$ cat src/rtl/tbg_pkg.sv
// Shared constants, register field positions and the rate-code to
// divider-exponent mapping for the periodic timebase.
// Assumes every divider is a power of two, so a period is a mask test.
package tbg_pkg;
    localparam int RATE_W       = 3;
    localparam int PRE_SHIFT    = 7;   // extra divide-by-128 stage
    localparam int BASE_MAX_EXP = 15;  // largest base divider is 2^15
    localparam int CNT_W        = BASE_MAX_EXP + PRE_SHIFT;
    localparam int EXP_W        = $clog2(CNT_W + 1);
    localparam int REG_W        = 8;

    // Register field positions, shared by write and read data.
    localparam int F_EN      = 0;
    localparam int F_IE      = 1;
    localparam int F_PRE     = 2;
    localparam int F_RATE_LO = 3;
    localparam int F_FLAG    = 6;
    localparam int F_ACK     = 7;

    typedef logic [EXP_W-1:0] exp_t;

    typedef struct packed {
        logic              enable;
        logic              ie;
        logic              pre;
        logic [RATE_W-1:0] rate;
    } cfg_t;

    // Base divider exponent per rate code (non-uniform table).
    function automatic exp_t base_exp(input logic [RATE_W-1:0] code);
        case (code)
            3'd0:    return exp_t'(15);
            3'd1:    return exp_t'(13);
            3'd2:    return exp_t'(11);
            3'd3:    return exp_t'(7);
            3'd4:    return exp_t'(6);
            3'd5:    return exp_t'(5);
            3'd6:    return exp_t'(4);
            default: return exp_t'(3);
        endcase
    endfunction
endpackage

$ cat src/rtl/tbg_regs.sv
// Register port of the timebase: holds the control fields, decodes the
// acknowledge strobe and forms read data.
// Assumes 'blocked' is high in any low-power state; a blocked write is
// dropped and a blocked read returns zero.
module tbg_regs
    import tbg_pkg::*;
(
    input  logic             clk,
    input  logic             rst_n,
    input  logic             we,
    input  logic [REG_W-1:0] wdata,
    input  logic             blocked,
    input  logic             flag,
    output cfg_t             cfg,
    output logic             ack,
    output logic [REG_W-1:0] rdata
);
    logic wr_ok;

    // Purpose: accept a write only when the port is open.
    always_comb wr_ok = we & ~blocked;

    // Purpose: update control fields; rate and prescale only while disabled.
    always_ff @(posedge clk) begin
        if (!rst_n) begin
            cfg <= '0;
        end else if (wr_ok) begin
            cfg.enable <= wdata[F_EN];
            cfg.ie     <= wdata[F_IE];
            if (!cfg.enable) begin
                cfg.pre  <= wdata[F_PRE];
                cfg.rate <= wdata[F_RATE_LO +: RATE_W];
            end
        end
    end

    // Purpose: one-cycle acknowledge toward the flag logic.
    always_comb ack = wr_ok & wdata[F_ACK];

    // Purpose: read data, forced to zero while the port is blocked.
    always_comb begin
        rdata = '0;
        if (!blocked) begin
            rdata[F_EN]                 = cfg.enable;
            rdata[F_IE]                 = cfg.ie;
            rdata[F_PRE]                = cfg.pre;
            rdata[F_RATE_LO +: RATE_W]  = cfg.rate;
            rdata[F_FLAG]               = flag;
        end
    end

    AST_RATE_FROZEN: assert property (@(posedge clk) disable iff (!rst_n)
        cfg.enable |=> ($stable(cfg.rate) && $stable(cfg.pre)));
    AST_PORT_LOCKED: assert property (@(posedge clk) disable iff (!rst_n)
        blocked |=> $stable(cfg));
endmodule

$ cat src/rtl/tbg_divider.sv
// Free-running binary divider. It is cleared while disabled, holds its
// value while 'run' is low, and pulses 'tick' on the clock edge that
// completes a period of 2^shamt counting cycles.
// Assumes shamt <= CNT_W.
module tbg_divider #(
    parameter int CNT_W = tbg_pkg::CNT_W,
    parameter int EXP_W = tbg_pkg::EXP_W
) (
    input  logic             clk,
    input  logic             rst_n,
    input  logic             enable,
    input  logic             run,
    input  logic [EXP_W-1:0] shamt,
    output logic             tick
);
    logic [CNT_W-1:0] cnt;
    logic [CNT_W-1:0] mask;

    // Purpose: low-order mask covering the selected divider width.
    always_comb mask = ~({CNT_W{1'b1}} << shamt);

    // Purpose: count while enabled and running; clear while disabled.
    always_ff @(posedge clk) begin
        if (!rst_n)       cnt <= '0;
        else if (!enable) cnt <= '0;
        else if (run)     cnt <= cnt + 1'b1;
    end

    // Purpose: terminal count of the selected low-order field.
    always_comb tick = enable & run & ((cnt & mask) == mask);

    AST_HOLD_IN_STOP: assert property (@(posedge clk) disable iff (!rst_n)
        (enable && !run) |=> $stable(cnt));
    AST_CLEAR_WHEN_OFF: assert property (@(posedge clk) disable iff (!rst_n)
        !enable |=> (cnt == '0));
endmodule

$ cat src/rtl/tbg_flag.sv
// Sticky event flag, interrupt request and stop-mode wakeup pulse.
// Assumes 'ack' is a single-cycle strobe; a tick on the same edge wins.
module tbg_flag (
    input  logic clk,
    input  logic rst_n,
    input  logic tick,
    input  logic ack,
    input  logic ie,
    input  logic stop,
    output logic flag,
    output logic irq,
    output logic wake
);
    // Purpose: set on tick, clear on acknowledge, tick has priority.
    always_ff @(posedge clk) begin
        if (!rst_n)   flag <= 1'b0;
        else if (tick) flag <= 1'b1;
        else if (ack)  flag <= 1'b0;
    end

    // Purpose: one-cycle wakeup for a period ending during stop.
    always_ff @(posedge clk) begin
        if (!rst_n) wake <= 1'b0;
        else        wake <= tick & stop;
    end

    // Purpose: request an interrupt while the flag is armed.
    always_comb irq = flag & ie;

    AST_TICK_WINS: assert property (@(posedge clk) disable iff (!rst_n)
        tick |=> flag);
    AST_ACK_CLEARS: assert property (@(posedge clk) disable iff (!rst_n)
        (ack && !tick) |=> !flag);
    AST_WAKE_FLAGGED: assert property (@(posedge clk) disable iff (!rst_n)
        wake |-> flag);
    AST_WAKE_IN_STOP: assert property (@(posedge clk) disable iff (!rst_n)
        wake |-> $past(stop));
endmodule

$ cat src/rtl/tbg_timebase.sv
// Top of the periodic timebase. It combines the register port, the
// divider and the flag logic, and applies the low-power gating.
// Assumes the mode inputs are synchronous to clk.
module tbg_timebase
    import tbg_pkg::*;
(
    input  logic             clk,
    input  logic             rst_n,
    input  logic             reg_we,
    input  logic [REG_W-1:0] reg_wdata,
    output logic [REG_W-1:0] reg_rdata,
    input  logic             wait_mode,
    input  logic             stop_mode,
    input  logic             osc_in_stop,
    output logic             irq,
    output logic             wake_req
);
    cfg_t cfg;
    logic ack, tick, flag, blocked, run;
    exp_t shamt;

    // Purpose: the port closes in either low-power state.
    always_comb blocked = wait_mode | stop_mode;

    // Purpose: the clock stops in stop mode unless the oscillator is kept.
    always_comb run = ~stop_mode | osc_in_stop;

    // Purpose: divider exponent from the rate code and prescale stage.
    always_comb shamt = base_exp(cfg.rate) + (cfg.pre ? exp_t'(PRE_SHIFT) : exp_t'(0));

    tbg_regs u_regs (
        .clk     (clk),
        .rst_n   (rst_n),
        .we      (reg_we),
        .wdata   (reg_wdata),
        .blocked (blocked),
        .flag    (flag),
        .cfg     (cfg),
        .ack     (ack),
        .rdata   (reg_rdata)
    );

    tbg_divider #(.CNT_W(CNT_W), .EXP_W(EXP_W)) u_div (
        .clk    (clk),
        .rst_n  (rst_n),
        .enable (cfg.enable),
        .run    (run),
        .shamt  (shamt),
        .tick   (tick)
    );

    tbg_flag u_flag (
        .clk   (clk),
        .rst_n (rst_n),
        .tick  (tick),
        .ack   (ack),
        .ie    (cfg.ie),
        .stop  (stop_mode),
        .flag  (flag),
        .irq   (irq),
        .wake  (wake_req)
    );

    AST_IRQ_NEEDS_ENABLE: assert property (@(posedge clk) disable iff (!rst_n)
        irq |-> cfg.ie);
    AST_NO_WAKE_AWAKE: assert property (@(posedge clk) disable iff (!rst_n)
        !stop_mode |=> !wake_req);
endmodule

$ cat config.mk
export PLATFORM = sky130hd
export DESIGN_NAME = tbg_timebase
export DESIGN_NICKNAME = d
export VERILOG_FILES = /design/src/rtl/tbg_pkg.sv /design/src/rtl/tbg_regs.sv /design/src/rtl/tbg_divider.sv /design/src/rtl/tbg_flag.sv /design/src/rtl/tbg_timebase.sv
export SDC_FILE = /design/constraint.sdc
export NUM_CORES = 1
export LEC_CHECK = 0
export ABC_AREA = 1
export BUFFER_PORTS_ARGS = -buffer_cell sky130_fd_sc_hd__buf_2
export CELL_PAD_IN_SITES_DETAIL_PLACEMENT = 1
export CELL_PAD_IN_SITES_GLOBAL_PLACEMENT = 2
export CORE_MARGIN = 2
export CORE_UTILIZATION = 35
export CTS_BUF_LIST = sky130_fd_sc_hd__clkbuf_4 sky130_fd_sc_hd__clkbuf_8
export CTS_CLUSTER_DIAMETER = 50
export DETAILED_ROUTE_END_ITERATION = 10
export PLACE_DENSITY_LB_ADDON = 0.12
export SLEW_MARGIN = 20
export SYNTH_ARGS = -nofsm -noshare
export SYNTH_HDL_FRONTEND = slang
export SYNTH_SLANG_ARGS = --single-unit
$ cat constraint.sdc
create_clock -name clk -period 6.4 [get_ports clk]
set_input_delay 0 -clock clk [delete_from_list [all_inputs] [get_ports clk]]
set_output_delay 0 -clock clk [all_outputs]
set_load 0.1 [all_outputs]
* After elaboration in Yosys (flattened, before gate mapping)
Cells that the tools add are included.
** Word-level totals
- Output and inout port bits :: 10
- Latch bits :: 0
- Memories kept :: 0
- Bits in writable memories :: 0
- Bits in read-only memories :: 0
- Bits in registers :: 30
** Operators by class
- $lt $le $gt $ge :: 0
- Reductions and logical operators :: 4
- Muxes and demuxes :: 5
- Equal/unequal tests :: 7
- Div/mod/pow operators :: 0
- Multiply operators :: 0
- Shifts and indexed selects :: 1
- Bitwise logic cells :: 13
- $add $sub $neg :: 2
** Operator list (count)
- $pmux 4 s7 :: 1
- $add 22x1->22 const B :: 1
- $and 22x22->22 :: 1
- $eq 22x22->1 :: 1
- $not 22->22 :: 1
- $shl 22x5->22 const A :: 1
- $eq 3x3->1 const B :: 3
- $mux 7 :: 1
- $and 1x1->1 :: 6
- $eq 3x2->1 const B :: 2
- $add 5x3->5 :: 1
- $reduce_and 2->1 :: 2
- $eq 3x1->1 const B :: 1
- $logic_not 3->1 :: 1
- $mux 3 :: 1
- $not 1->1 :: 3
- $mux 1 :: 2
- $or 1x1->1 :: 2
- $reduce_bool 2->1 :: 1

* Logic depth before layout (Yosys ltp)
- Word-level depth :: 9
- Gate-level depth with buffers :: 17
- Gate-level depth less buffers :: 17

* Hierarchy
Synthesis repeated with hierarchy kept, for this count alone.
** Unflattened totals
- Cell total of the unflattened synthesis :: 334
- Area, all modules :: 2016.9 µm²
** Modules (own cells, without submodules)
- tbg_divider :: cells each 241, area each 1438.9 µm², sequential area each 440.4 µm², times used 1
- tbg_regs :: cells each 51, area each 316.6 µm², sequential area each 120.1 µm², times used 1
- tbg_timebase :: cells each 32, area each 187.7 µm², sequential area each 0.0 µm², times used 1
- tbg_flag :: cells each 10, area each 73.8 µm², sequential area each 40.0 µm², times used 1

* Worst setup path after synthesis
No wires, ideal clock.
- Path type :: register to register
- From :: register u_regs.cfg[0] (netlist name)
- To :: register u_flag.flag
- Cell stages (with the launch flop) :: 14
- Arrival :: 1939 ps
- Data required time :: 6330 ps
- Slack :: 4391 ps
- Path buffers :: 0
- Path through :: dfxtp_1 -> inv_1 -> nand2_1 -> ha_1 -> fa_1 -> inv_1 -> nand2_1 -> nor2_1 -> nand3_1 -> o21ai_1 -> nand2_1 -> nor2_1 -> nand3_1 -> a21oi_1
** Between the ends
- Longest elaborated chain between the ends :: 9
- Elaborated cells on any way between the ends :: 16
- Classes of those cells :: add/sub (1); eq/ne (7); shift (1); mux (2); bitwise (3); reduce/logical (2)
** RTL lines
- $eq 3x3->1 (tied with other cells) :: RTL line tbg_pkg.sv:31 : case (code)
- $pmux 4 s7 (*) :: RTL line tbg_pkg.sv:31
- $add 5x3->5 (*) :: RTL line tbg_timebase.sv:29 : always_comb shamt = base_exp(cfg.rate) + (cfg.pre ? exp_t'(PRE_SHIFT) : exp_t'(0));
- $shl 22x5->22 (*) :: RTL line tbg_divider.sv:20 : always_comb mask = ~({CNT_W{1'b1}} << shamt);
- $not 22->22 (*) :: RTL line tbg_divider.sv:20
- $and 22x22->22 :: RTL line tbg_divider.sv:30 : always_comb tick = enable & run & ((cnt & mask) == mask);
- $eq 22x22->1 (*) :: RTL line tbg_divider.sv:30
- $and 1x1->1 (*) :: RTL line tbg_divider.sv:30
- $mux 1 or $reduce_bool 2->1 (tied branches)
- to (signal assigned) :: RTL line tbg_flag.sv:16 : if (!rst_n) flag <= 1'b0;
- to (signal assigned) :: RTL line tbg_flag.sv:17 : else if (tick) flag <= 1'b1;
- to (signal assigned) :: RTL line tbg_flag.sv:18 : else if (ack) flag <= 1'b0;
- to (decl) :: RTL line tbg_flag.sv:10 : output logic flag,
Every way passes the cells marked *; elsewhere a longest branch is shown, timed or not.
A chain may end at the register's enable or synchronous reset.

* Final worst setup path
- From :: register u_regs.cfg[0] (netlist name)
- To :: register u_flag.flag
** Between the ends
- Longest elaborated chain between the ends :: 9
- Elaborated cells on any way between the ends :: 16
- Classes of those cells :: add/sub (1); eq/ne (7); shift (1); mux (2); bitwise (3); reduce/logical (2)
** RTL lines (RTL line)
- $eq 3x3->1 (tied with other cells) :: tbg_pkg.sv:31
- $pmux 4 s7 (*) :: tbg_pkg.sv:31
- $add 5x3->5 (*) :: tbg_timebase.sv:29
- $shl 22x5->22 (*) :: tbg_divider.sv:20
- $not 22->22 (*) :: tbg_divider.sv:20
- $and 22x22->22 :: tbg_divider.sv:30
- $eq 22x22->1 (*) :: tbg_divider.sv:30
- $and 1x1->1 (*) :: tbg_divider.sv:30
- $mux 1 or $reduce_bool 2->1 (tied branches)
Marks and branches as above.

==> impl_metrics.env <==
export IMPL_crit_path_frequent_cell="nand2_1"
export IMPL_fp_dieW_um=76.7
export IMPL_wl_per_cell_um=12.3
export IMPL_routed_wl_um=4770
export IMPL_hold_ws_ns=0.0103
export IMPL_syn_area_sq_um=1850
export IMPL_port_buffers=21
export IMPL_vias_per_cell=4.73
export IMPL_path_max_fanout=6
export IMPL_place_inst=374
export IMPL_fin_setup_tns_ns=0
export IMPL_critPathSlowestCell="fa_1"
export IMPL_setup_slack_ns=4.01
export IMPL_syn_nets=305
export IMPL_n_antenna_cell=0
export IMPL_outcome="finished clean"
export IMPL_synth_ff_type="dfxtp_1"
export IMPL_grt_pass1_vias=1724
export IMPL_vias=1829
export IMPL_cts_tree="built"
export IMPL_p_leak_nw=0.978
export IMPL_skew_ns=0.00287
export IMPL_whs_path_depth=3
export IMPL_reg2reg_depth=13
export IMPL_reg2reg_to="u_flag.flag"
export IMPL_min_to="u_regs.cfg[4]"
export IMPL_dp_hpwl_um=3790
export IMPL_hp_class="in -> reg"
export IMPL_power_density_nw_per_um2=208
export IMPL_post_route_min_period_ns=2.39
export IMPL_hold_viol_final=0
export IMPL_ir_worst_vdd_mv=0.122
export IMPL_clockRootBuffer="clkbuf_8"
export IMPL_fp_row_count=26
export IMPL_max_freq_mhz=419
export IMPL_numCtsBuffers=5
export IMPL_h_tree_depth=2
export IMPL_area_growth_pct=18.8
export IMPL_cts_setup_buffers=0
export IMPL_drc=0
export IMPL_postSynthCellCount=286
export IMPL_clockBufferDepth=2
export IMPL_startpoint_type="flop"
export IMPL_path_clk_slew_ns=0.07
export IMPL_firstDrtPassIters=4
export IMPL_cts_sinks=30
export IMPL_finalNonFillerCells=387
export IMPL_nets=336
export IMPL_grt_max_degree=15
export IMPL_worst_hold_startpoint="reg_wdata[1]"
export IMPL_fin_util=0.430
export IMPL_setup_viol=0
export IMPL_clk_latency_ns=0.28
export IMPL_crit_type="reg -> reg"
export IMPL_grt_setup_unrepaired="false"
export IMPL_boundaryPins=24
export IMPL_synth_edf_count=0
export IMPL_dpl_instance_area_sq_um=2020
export IMPL_antenna_found_initial=0
export IMPL_synth_cell_types=33
export IMPL_drv_slew=0
export IMPL_drive_above_1_share=0.155
export IMPL_die_area_sq_um=5880
export IMPL_ant_nets=0
export IMPL_crit_buf_inv=2
export IMPL_r2r_start="u_regs.cfg[0]"
export IMPL_die_y_um=76.7
export IMPL_core_sq_um=5110
export IMPL_maxCapViolations=0
export IMPL_power_mw=0.457
export IMPL_path_delay_family="simple AND/OR/NAND/NOR gates"
export IMPL_final_area_sq_um=2200
export IMPL_yosysSeqAreaShare=0.325
export IMPL_gp_congestion=0.790
export IMPL_cp_slowest_stage_delay_ns=0.51
export IMPL_finalCritPeriodShare=0.373
export IMPL_grt_remaining_overflow=0
export IMPL_drtIter0Drc=50
export IMPL_ys_ff_latch=30
export IMPL_syn_avg_cell_area_sq_um=6.47
export IMPL_grt_pass1_wl_um=8070
export IMPL_reg2reg_setup_slack_ns=4.01
export IMPL_grt_usage=0.174
export IMPL_crit_required_ns=6.62
export IMPL_crit_path_cell_trace="inv_1 > nand2_1 > ha_1 > fa_1 > inv_1 > nand2_1 > nor2_1 > nand3_1 > o21ai_1 > nand2_1 > nor2_1 > nand3_1 > a21oi_1"
export IMPL_crit_path_end_kind="flop"
export IMPL_initial_core_util=0.362
export IMPL_yosys_warnings=0
export IMPL_arrival_ns=2.60
export IMPL_postSynth_asyncResetShare=0
export IMPL_place_ws_ns=4.06
==> how the worst max path moves through the flow <==
stage	from	to	slack [ns]	cells after the start
after floorplan	u_regs.cfg[0]	u_flag.flag	4.39	13
after global placement	u_regs.cfg[0]	u_flag.flag	4.08	13
after detailed placement	u_regs.cfg[0]	u_flag.flag	4.06	13
after CTS	u_regs.cfg[0]	u_flag.flag	4.03	13
after global routing	u_regs.cfg[0]	u_flag.flag	3.80	13
final	u_regs.cfg[0]	u_flag.flag	4.01	13
==> worst reg2reg max path: cells and delay by family (launching register included) <==
family | cells | cell delay [ns]
simple gates | 7 | 0.75
compound gates | 2 | 0.30
buf+inv | 2 | 0.26
fa+ha+maj | 2 | 0.72
flops | 1 | 0.31
==> cell type report <==
class	instances	area, sq um
clock inverters	1	30.0
clock buffers	6	82.6
multi-input cells	201	1040
flip-flops and latches	30	601
inverters	52	195
well taps	70	87.6
fillers	719	2910
repair buffers	27	165
==> layer usage <==
metal / GRT usage / part of all wire
met2: 0.274 / 0.45
met3: 0.0412 / 0.039
met1: 0.232 / 0.50
met4: 0.0673 / 0.015
met5: 0 / 0
==> Yosys cell counts, types with 3 or more instances <==
library cell | instances | area share
nand4_1 | 3 | 0.010
nand2_2 | 3 | 0.010
o21ai_1 | 6 | 0.016
ha_1 | 4 | 0.027
nor2_1 | 33 | 0.067
nand3_1 | 20 | 0.054
nor3_1 | 6 | 0.016
a21oi_1 | 25 | 0.068
o21ai_0 | 15 | 0.041
inv_1 | 42 | 0.085
inv_2 | 8 | 0.016
dfxtp_1 | 30 | 0.32
nand2_1 | 64 | 0.13
==> where the power goes <==
part | internal [mW] | switching, mW | leakage (nW) | total, mW
combinational | 0.0219 | 0.0469 | 0.679 | 0.0689
sequential | 0.189 | 0.00204 | 0.242 | 0.191
clock | 0.124 | 0.0731 | 0.0573 | 0.198
==> cell families (layout without fill, tap and decap cells) <==
group	Yosys count	count (layout)	synth area share
adders and majority gates	5	5	0.0379
DFF	30	30	0.325
other	1	1	0.00203
and+or+nand+nor	140	140	0.358
buffers and inverters	55	86	0.115
AOI/OAI and AO/OA	54	54	0.158
xor gates and xnor gates	1	1	0.00474
==> state kept, by name, summed over array words and instances (netlist names) <==
name         flops
u_div.cnt       22
u_flag.flag      1
u_flag.wake      1
u_regs.cfg       6
==> timing repair <==
action	CTS	global route
hold buffers	6	0
hold endpoints to repair	6	0
resized for setup	0	0
==> placed cells by master (no fill, tap or decap), types with 2 or more instances in the layout <==
cell type      instances
a21oi_1               25
buf_2                 21
clkbuf_8               6
clkinv_1               2
dfxtp_1               30
dlygate4sd3_1          6
ha_1                   4
inv_1                 42
inv_2                  8
nand2_1               64
nand2_2                3
nand2_4                2
nand3_1               20
nand4_1                3
nor2_1                33
nor2_2                 2
nor2_4                 2
nor3_1                 6
o21a_1                 2
o21ai_0               15
o21ai_1                6
o21bai_1               2
Note: power is estimated with default switching activity, not from simulation.
